### src/rtl/adc_pair_seq_pkg.sv
`timescale 1ns/1ps
package adc_pair_seq_pkg;

    typedef enum logic [2:0] {
        S_IDLE, S_CONV, S_WAIT_HI, S_WAIT_LO,
        S_RD1_LO, S_RD1_HI, S_RD2_LO, S_GAP
    } seq_state_e;

    // nanoseconds to clock cycles, rounded up, never below one
    function automatic int unsigned ns_to_cyc(longint unsigned ns, longint unsigned hz);
        longint unsigned c;
        c = (ns * hz + 64'd999_999_999) / 64'd1_000_000_000;
        if (c == 0) c = 1;
        return int'(c);
    endfunction

    function automatic int unsigned umax(int unsigned a, int unsigned b);
        return (a > b) ? a : b;
    endfunction

endpackage

### src/rtl/adc_pair_seq_timer.sv
`timescale 1ns/1ps
module adc_pair_seq_timer #(
    parameter int W = 8
) (
    input  logic         clk,
    input  logic         rst_n,
    input  logic         load_i,
    input  logic [W-1:0] val_i,
    output logic         done_o
);
    logic [W-1:0] cnt_d, cnt_q;

    always_comb begin
        cnt_d = cnt_q;
        if (load_i)              cnt_d = val_i;
        else if (cnt_q != '0)    cnt_d = cnt_q - 1'b1;
    end

    always_ff @(posedge clk or negedge rst_n) begin
        if (!rst_n) cnt_q <= '0;
        else        cnt_q <= cnt_d;
    end

    assign done_o = (cnt_q == '0);
endmodule

### src/rtl/adc_pair_seq.sv
`timescale 1ns/1ps
module adc_pair_seq
    import adc_pair_seq_pkg::*;
#(
    parameter longint unsigned CLK_HZ          = 64'd50_000_000,
    parameter int              DW              = 12,
    parameter longint unsigned T_CONVST_NS     = 64'd60,
    parameter longint unsigned T_RD_LO_NS      = 64'd50,
    parameter longint unsigned T_RD_HI_NS      = 64'd40,
    parameter longint unsigned T_SETTLE_NS     = 64'd300,
    parameter longint unsigned T_SEL_SETUP_NS  = 64'd400,
    parameter longint unsigned T_TIMEOUT_NS    = 64'd4000
) (
    input  logic          clk,
    input  logic          rst_n,
    input  logic          start_i,
    input  logic          cont_i,
    output logic          convst_n_o,
    output logic          cs_n_o,
    output logic          rd_n_o,
    output logic          sel_o,
    input  logic          busy_i,
    input  logic [DW-1:0] data_i,
    output logic          out_valid_o,
    input  logic          out_ready_i,
    output logic [DW-1:0] out_data_o,
    output logic [1:0]    out_tag_o,
    output logic          err_o
);
    localparam int unsigned CONV_CYC = ns_to_cyc(T_CONVST_NS, CLK_HZ);
    localparam int unsigned RDLO_CYC = ns_to_cyc(T_RD_LO_NS, CLK_HZ);
    localparam int unsigned RDHI_CYC = ns_to_cyc(T_RD_HI_NS, CLK_HZ);
    localparam int unsigned GAP_CYC  = umax(ns_to_cyc(T_SETTLE_NS, CLK_HZ),
                                            ns_to_cyc(T_SEL_SETUP_NS, CLK_HZ));
    localparam int unsigned TO_CYC   = ns_to_cyc(T_TIMEOUT_NS, CLK_HZ);
    localparam int unsigned PH_MAX   = umax(CONV_CYC, umax(RDLO_CYC, RDHI_CYC));
    localparam int PH_W  = $clog2(PH_MAX + 1);
    localparam int GAP_W = $clog2(GAP_CYC + 1);
    localparam int TO_W  = $clog2(TO_CYC + 1);

    typedef struct packed {
        seq_state_e    st;
        logic          convst_n;
        logic          cs_n;
        logic          rd_n;
        logic          sel;
        logic          busy_m;
        logic          busy_s;
        logic          ptag;
        logic          err;
        logic [1:0]    pend;
        logic [DW-1:0] w1;
        logic [DW-1:0] w2;
    } seq_t;

    localparam seq_t SEQ_RST = '{st: S_IDLE, convst_n: 1'b1, cs_n: 1'b1, rd_n: 1'b1,
                                 sel: 1'b0, busy_m: 1'b0, busy_s: 1'b0, ptag: 1'b0,
                                 err: 1'b0, pend: 2'd0, w1: '0, w2: '0};

    seq_t d, q;
    logic            ph_load, gap_load, wd_load;
    logic [PH_W-1:0] ph_val;
    logic            ph_done, gap_done, wd_done;
    logic            go_conv, go_abort;

    adc_pair_seq_timer #(.W(PH_W)) u_phase (
        .clk(clk), .rst_n(rst_n), .load_i(ph_load), .val_i(ph_val), .done_o(ph_done));
    adc_pair_seq_timer #(.W(GAP_W)) u_gap (
        .clk(clk), .rst_n(rst_n), .load_i(gap_load),
        .val_i(GAP_W'(GAP_CYC - 1)), .done_o(gap_done));
    adc_pair_seq_timer #(.W(TO_W)) u_watch (
        .clk(clk), .rst_n(rst_n), .load_i(wd_load),
        .val_i(TO_W'(TO_CYC - 1)), .done_o(wd_done));

    assign out_valid_o = (q.pend != 2'd0);
    assign out_data_o  = (q.pend == 2'd2) ? q.w1 : q.w2;
    assign out_tag_o   = {q.ptag, (q.pend == 2'd1)};

    always_comb begin
        d        = q;
        ph_load  = 1'b0;
        ph_val   = '0;
        gap_load = 1'b0;
        wd_load  = 1'b0;
        go_conv  = 1'b0;
        go_abort = 1'b0;
        d.busy_m = busy_i;
        d.busy_s = q.busy_m;
        if (out_valid_o && out_ready_i) d.pend = q.pend - 2'd1;

        case (q.st)
            S_IDLE:    if (start_i || cont_i) go_conv = 1'b1;
            S_CONV:    if (ph_done) begin
                           d.convst_n = 1'b1;
                           d.st       = S_WAIT_HI;
                       end
            S_WAIT_HI: if (q.busy_s)     d.st = S_WAIT_LO;
                       else if (wd_done) go_abort = 1'b1;
            S_WAIT_LO: if (!q.busy_s) begin
                           d.st    = S_RD1_LO;
                           d.cs_n  = 1'b0;
                           d.rd_n  = 1'b0;
                           ph_load = 1'b1;
                           ph_val  = PH_W'(RDLO_CYC - 1);
                       end else if (wd_done) go_abort = 1'b1;
            S_RD1_LO:  if (ph_done) begin
                           d.rd_n  = 1'b1;
                           d.w1    = data_i;
                           d.st    = S_RD1_HI;
                           ph_load = 1'b1;
                           ph_val  = PH_W'(RDHI_CYC - 1);
                       end
            S_RD1_HI:  if (ph_done) begin
                           d.rd_n  = 1'b0;
                           d.st    = S_RD2_LO;
                           ph_load = 1'b1;
                           ph_val  = PH_W'(RDLO_CYC - 1);
                       end
            S_RD2_LO:  if (ph_done) begin
                           d.rd_n   = 1'b1;
                           d.cs_n   = 1'b1;
                           d.w2     = data_i;
                           d.ptag   = q.sel;
                           d.pend   = 2'd2;
                           d.sel    = ~q.sel;
                           d.st     = S_GAP;
                           gap_load = 1'b1;
                       end
            S_GAP:     if (gap_done && q.pend == 2'd0) begin
                           if (q.sel || cont_i) go_conv = 1'b1;
                           else                 d.st    = S_IDLE;
                       end
            default:   d.st = S_IDLE;
        endcase

        if (go_conv) begin
            d.st       = S_CONV;
            d.convst_n = 1'b0;
            ph_load    = 1'b1;
            ph_val     = PH_W'(CONV_CYC - 1);
            wd_load    = 1'b1;
        end
        if (go_abort) begin
            d.err    = 1'b1;
            d.sel    = 1'b0;
            d.st     = S_GAP;
            gap_load = 1'b1;
        end
    end

    always_ff @(posedge clk or negedge rst_n) begin
        if (!rst_n) q <= SEQ_RST;
        else        q <= d;
    end

    assign convst_n_o = q.convst_n;
    assign cs_n_o     = q.cs_n;
    assign rd_n_o     = q.rd_n;
    assign sel_o      = q.sel;
    assign err_o      = q.err;

    // cycles since the read window closed, saturating, for the gap check
    logic [GAP_W-1:0] chk_gap_q;
    always_ff @(posedge clk or negedge rst_n) begin
        if (!rst_n)                           chk_gap_q <= GAP_W'(GAP_CYC);
        else if (!q.cs_n)                     chk_gap_q <= '0;
        else if (chk_gap_q != GAP_W'(GAP_CYC)) chk_gap_q <= chk_gap_q + 1'b1;
    end

    assert_strobe_in_window_R3: assert property (@(posedge clk) disable iff (!rst_n)
        !q.rd_n |-> !q.cs_n);
    assert_window_after_busy_R3: assert property (@(posedge clk) disable iff (!rst_n)
        $fell(q.cs_n) |-> !$past(q.busy_s));
    assert_sel_held_in_start_R2: assert property (@(posedge clk) disable iff (!rst_n)
        !q.convst_n |-> $stable(q.sel));
    assert_settle_gap_R6: assert property (@(posedge clk) disable iff (!rst_n)
        $fell(q.convst_n) |-> chk_gap_q >= GAP_W'(GAP_CYC));
    assert_hold_when_stalled_R8: assert property (@(posedge clk) disable iff (!rst_n)
        (out_valid_o && !out_ready_i) |=> out_valid_o && $stable(out_data_o) && $stable(out_tag_o));
    assert_err_sticky_R9: assert property (@(posedge clk) disable iff (!rst_n)
        q.err |=> q.err);
endmodule

### config.mk
export PLATFORM = sky130hd
export DESIGN_NAME = adc_pair_seq
export DESIGN_NICKNAME = d
export VERILOG_FILES = /design/src/rtl/adc_pair_seq_pkg.sv /design/src/rtl/adc_pair_seq_timer.sv /design/src/rtl/adc_pair_seq.sv
export SDC_FILE = /design/constraint.sdc
export NUM_CORES = 1
export LEC_CHECK = 0
export BUFFER_PORTS_ARGS = -buffer_cell sky130_fd_sc_hd__buf_2
export CORE_ASPECT_RATIO = 0.7
export CORE_MARGIN = 2
export CORE_UTILIZATION = 55
export DETAILED_ROUTE_END_ITERATION = 7
export GPL_ROUTABILITY_DRIVEN = 0
export GPL_TIMING_DRIVEN = 1
export PLACE_DENSITY_LB_ADDON = 0.3
export SYNTH_ARGS = -nofsm -noshare
export SYNTH_HDL_FRONTEND = slang
export SYNTH_SLANG_ARGS = --single-unit
### constraint.sdc
create_clock -name clk -period 3.4 [get_ports clk]
set_clock_uncertainty 0.05 [all_clocks]
set_input_delay 0 -clock clk [delete_from_list [all_inputs] [get_ports clk]]
set_output_delay 0 -clock clk [all_outputs]
set_load 0.01 [all_outputs]
==> out/results.ini <==
[worst_setup_path]
critical_path_arrival_ps=2460
worstSetupEndpointType=flip-flop
critPathSlowestCell=nor3_4
max_stage_delay_ps=740
crit_chain=inv_1, ha_1, nand2_1, nor3_4, mux2_2
cp.required_ps=3550
cp-start-kind=flip-flop
critical_path_class=reg2reg
critPathMaxFanout=19

[run]
maxCapViolations=0

[detailed_routing]
drtAntennaViolNets=0
drt_wl_total_um=5097
wl_per_cell_um=15.49
num_vias=1769
vias_per_cell=5.377
drtIter0Drc=93
first_pass_iters=4
drc=0

[floorplanning]
die_w_um=86.65
fp.coreArea_um2=4703
ios=38
die_h_um=61.86
initial_core_util=0.5592
row_count=21
dieArea_um2=5360

[synthesis]
syn_nets=246
synthArstFlopShare=1.000
synth_cell_type_count=46
yosysWarnings=0
yosysSeqAreaShare=0.4962
synth_cells=220
avgSynthCellArea_um2=11.95
synthesis.area_um2=2630
ys_ff_latch=52
synth-edff-count=0
ys.flop_type=dfrtp_1

[layout]
nets=297
syn2layout_area_growth_pct=17.65
drive_gt1_frac=0.3676
diodes=0

[global_route]
grt_pass1_vias=1647
grt_max_degree=38
antenna_found_initial=0
grt_first_pass_wirelength_um=8107
gr-usage-all-layers=0.2028
grt-ovfl-total=0

[clock_network]
cts_hold_buffers=14
cts_root_buf=clkbuf_8
tritoncts=built
clk_path_buf_depth=2
post_cts_buffers=0
insertion_delay_ps=310
cts_buffers=5
htree_levels=2
path_clk_slew_ps=90
clock-sinks=52
cts_resized=0

[placed_design]
hpwl_um=3377
port_buffers=37

[timing]
rsz0062_at_grt=false
slew_headroom=0.4029
finalSetupTns_ps=0
finalSetupViolations=0
final_max_slew_viol_count=0
period_share=0.6793
finalHoldViolations=0
fmax_mhz=433.0
hold_slack_ps=23.79
worst_pin_slew_ps=892.8
period_needed_ps=2310

[outcome]
status=completed

[power]
leakage_uw=0.001404
vdd_ir_drop_max_v=0.0004323
power.density_nw_per_um2=946.9

[hold_path]
hold_path.class=in2reg

==> kinds of logic after synthesis <==
family | after synthesis | share of synthesized area
flip-flops | 52 | 0.4962
AND/OR/NAND/NOR | 54 | 0.1261
buffers and inverters | 22 | 0.04091
AO/OA/AOI/OAI | 32 | 0.08849
adder cells (fa/ha/maj) | 8 | 0.03806
multiplexers | 40 | 0.1703
XOR/XNOR | 12 | 0.03996
==> final timing paths <==
check	start	endpoint	slack [ps]	cells after the start
max in group asynchronous	rst_n	convst_n_o	2420	3
min in group asynchronous	rst_n	q[12]	70	2
min	out_ready_i	q[25]	20	3
max	u_phase.cnt_q[0]	q[9]	1090	5
max reg2reg	u_phase.cnt_q[0]	q[9]	1090	5
min reg2reg	d[28]	q[28]	330	0
==> layout by cell type, fill, tap and decap left out, types with 3 or more instances in the layout <==
cell type / n
dlygate4sd3_1: 14
buf_2: 37
xnor2_1: 8
nor3_1: 5
a21oi_1: 5
dfrtp_1: 49
ha_1: 8
nor2_1: 15
inv_1: 13
mux2_2: 38
nor4_1: 3
dfstp_2: 3
nand2_1: 15
a31oi_1: 3
o21ai_0: 8
clkbuf_8: 5
xor2_1: 4
==> worst max-delay path, delay by kind of cell, from the launching register on <==
family	cells	cell delay, ps
buf+inv	1	60
simple gates	2	950
flops	1	400
mux	1	420
fa+ha+maj	1	310
==> where the power goes <==
| group | switching, uW | internal (uW) | leakage (uW) |
|---|---|---|---|
| Combinational | 640 | 672 | 0.000729 |
| Clock | 209 | 218 | 0.0000541 |
| Sequential | 273 | 918 | 0.000620 |
| Total | 1120 | 1810 | 0.00140 |
==> Yosys cell counts (all sizes together) (3+ instances only) <==
cell type,number,share of area
xnor2,8,0.027
o21ai,9,0.017
a31oi,3,0.0071
nand2,15,0.021
inv,13,0.019
dfstp,3,0.030
o22ai,3,0.0095
mux2,38,0.16
nor3,7,0.020
nor4,5,0.023
xor2,4,0.013
nor2,15,0.021
buf,9,0.022
dfrtp,49,0.47
a21oi,6,0.016
ha,8,0.038
==> layer usage <==
layer  up-vias  part of all wire  track usage
li1        875                 -            -
met1       845              0.48       0.2894
met2        45              0.47       0.2967
met3         4             0.045      0.05284
met4         0            0.0096      0.08929
met5         -                 0            0
==> flip-flops by register name, summed over array words and instances, names as in the netlist <==
signal	cells
q	30
u_watch.cnt_q	8
u_gap.cnt_q	5
u_phase.cnt_q	2
convst_n_o	1
cs_n_o	1
d	1
err_o	1
out_tag_o	1
rd_n_o	1
sel_o	1
==> cell type report <==
type	instances	area, um^2
clock buffers	5	68.82
well taps	57	71.32
multi-input cells	146	1217
fillers	363	1609
clock inverters	3	42.54
inverters	13	48.80
repair buffers	53	340.3
flip-flops and latches	52	1305
==> stage by stage <==
step	total power (uW)	area (um^2)	setup slack [ps]	util	std cells
after floorplan	2174	2630	1524	-	220
after global placement	2444	2843	1199	0.6044	307
after detailed placement	2489	2843	1078	0.6044	307
after CTS	2937	3094	1073	0.6579	329
after global routing	3172	3094	950.9	0.6579	329
final	2930	3094	1090	0.6579	329
(Power assumes the default switching activity.)
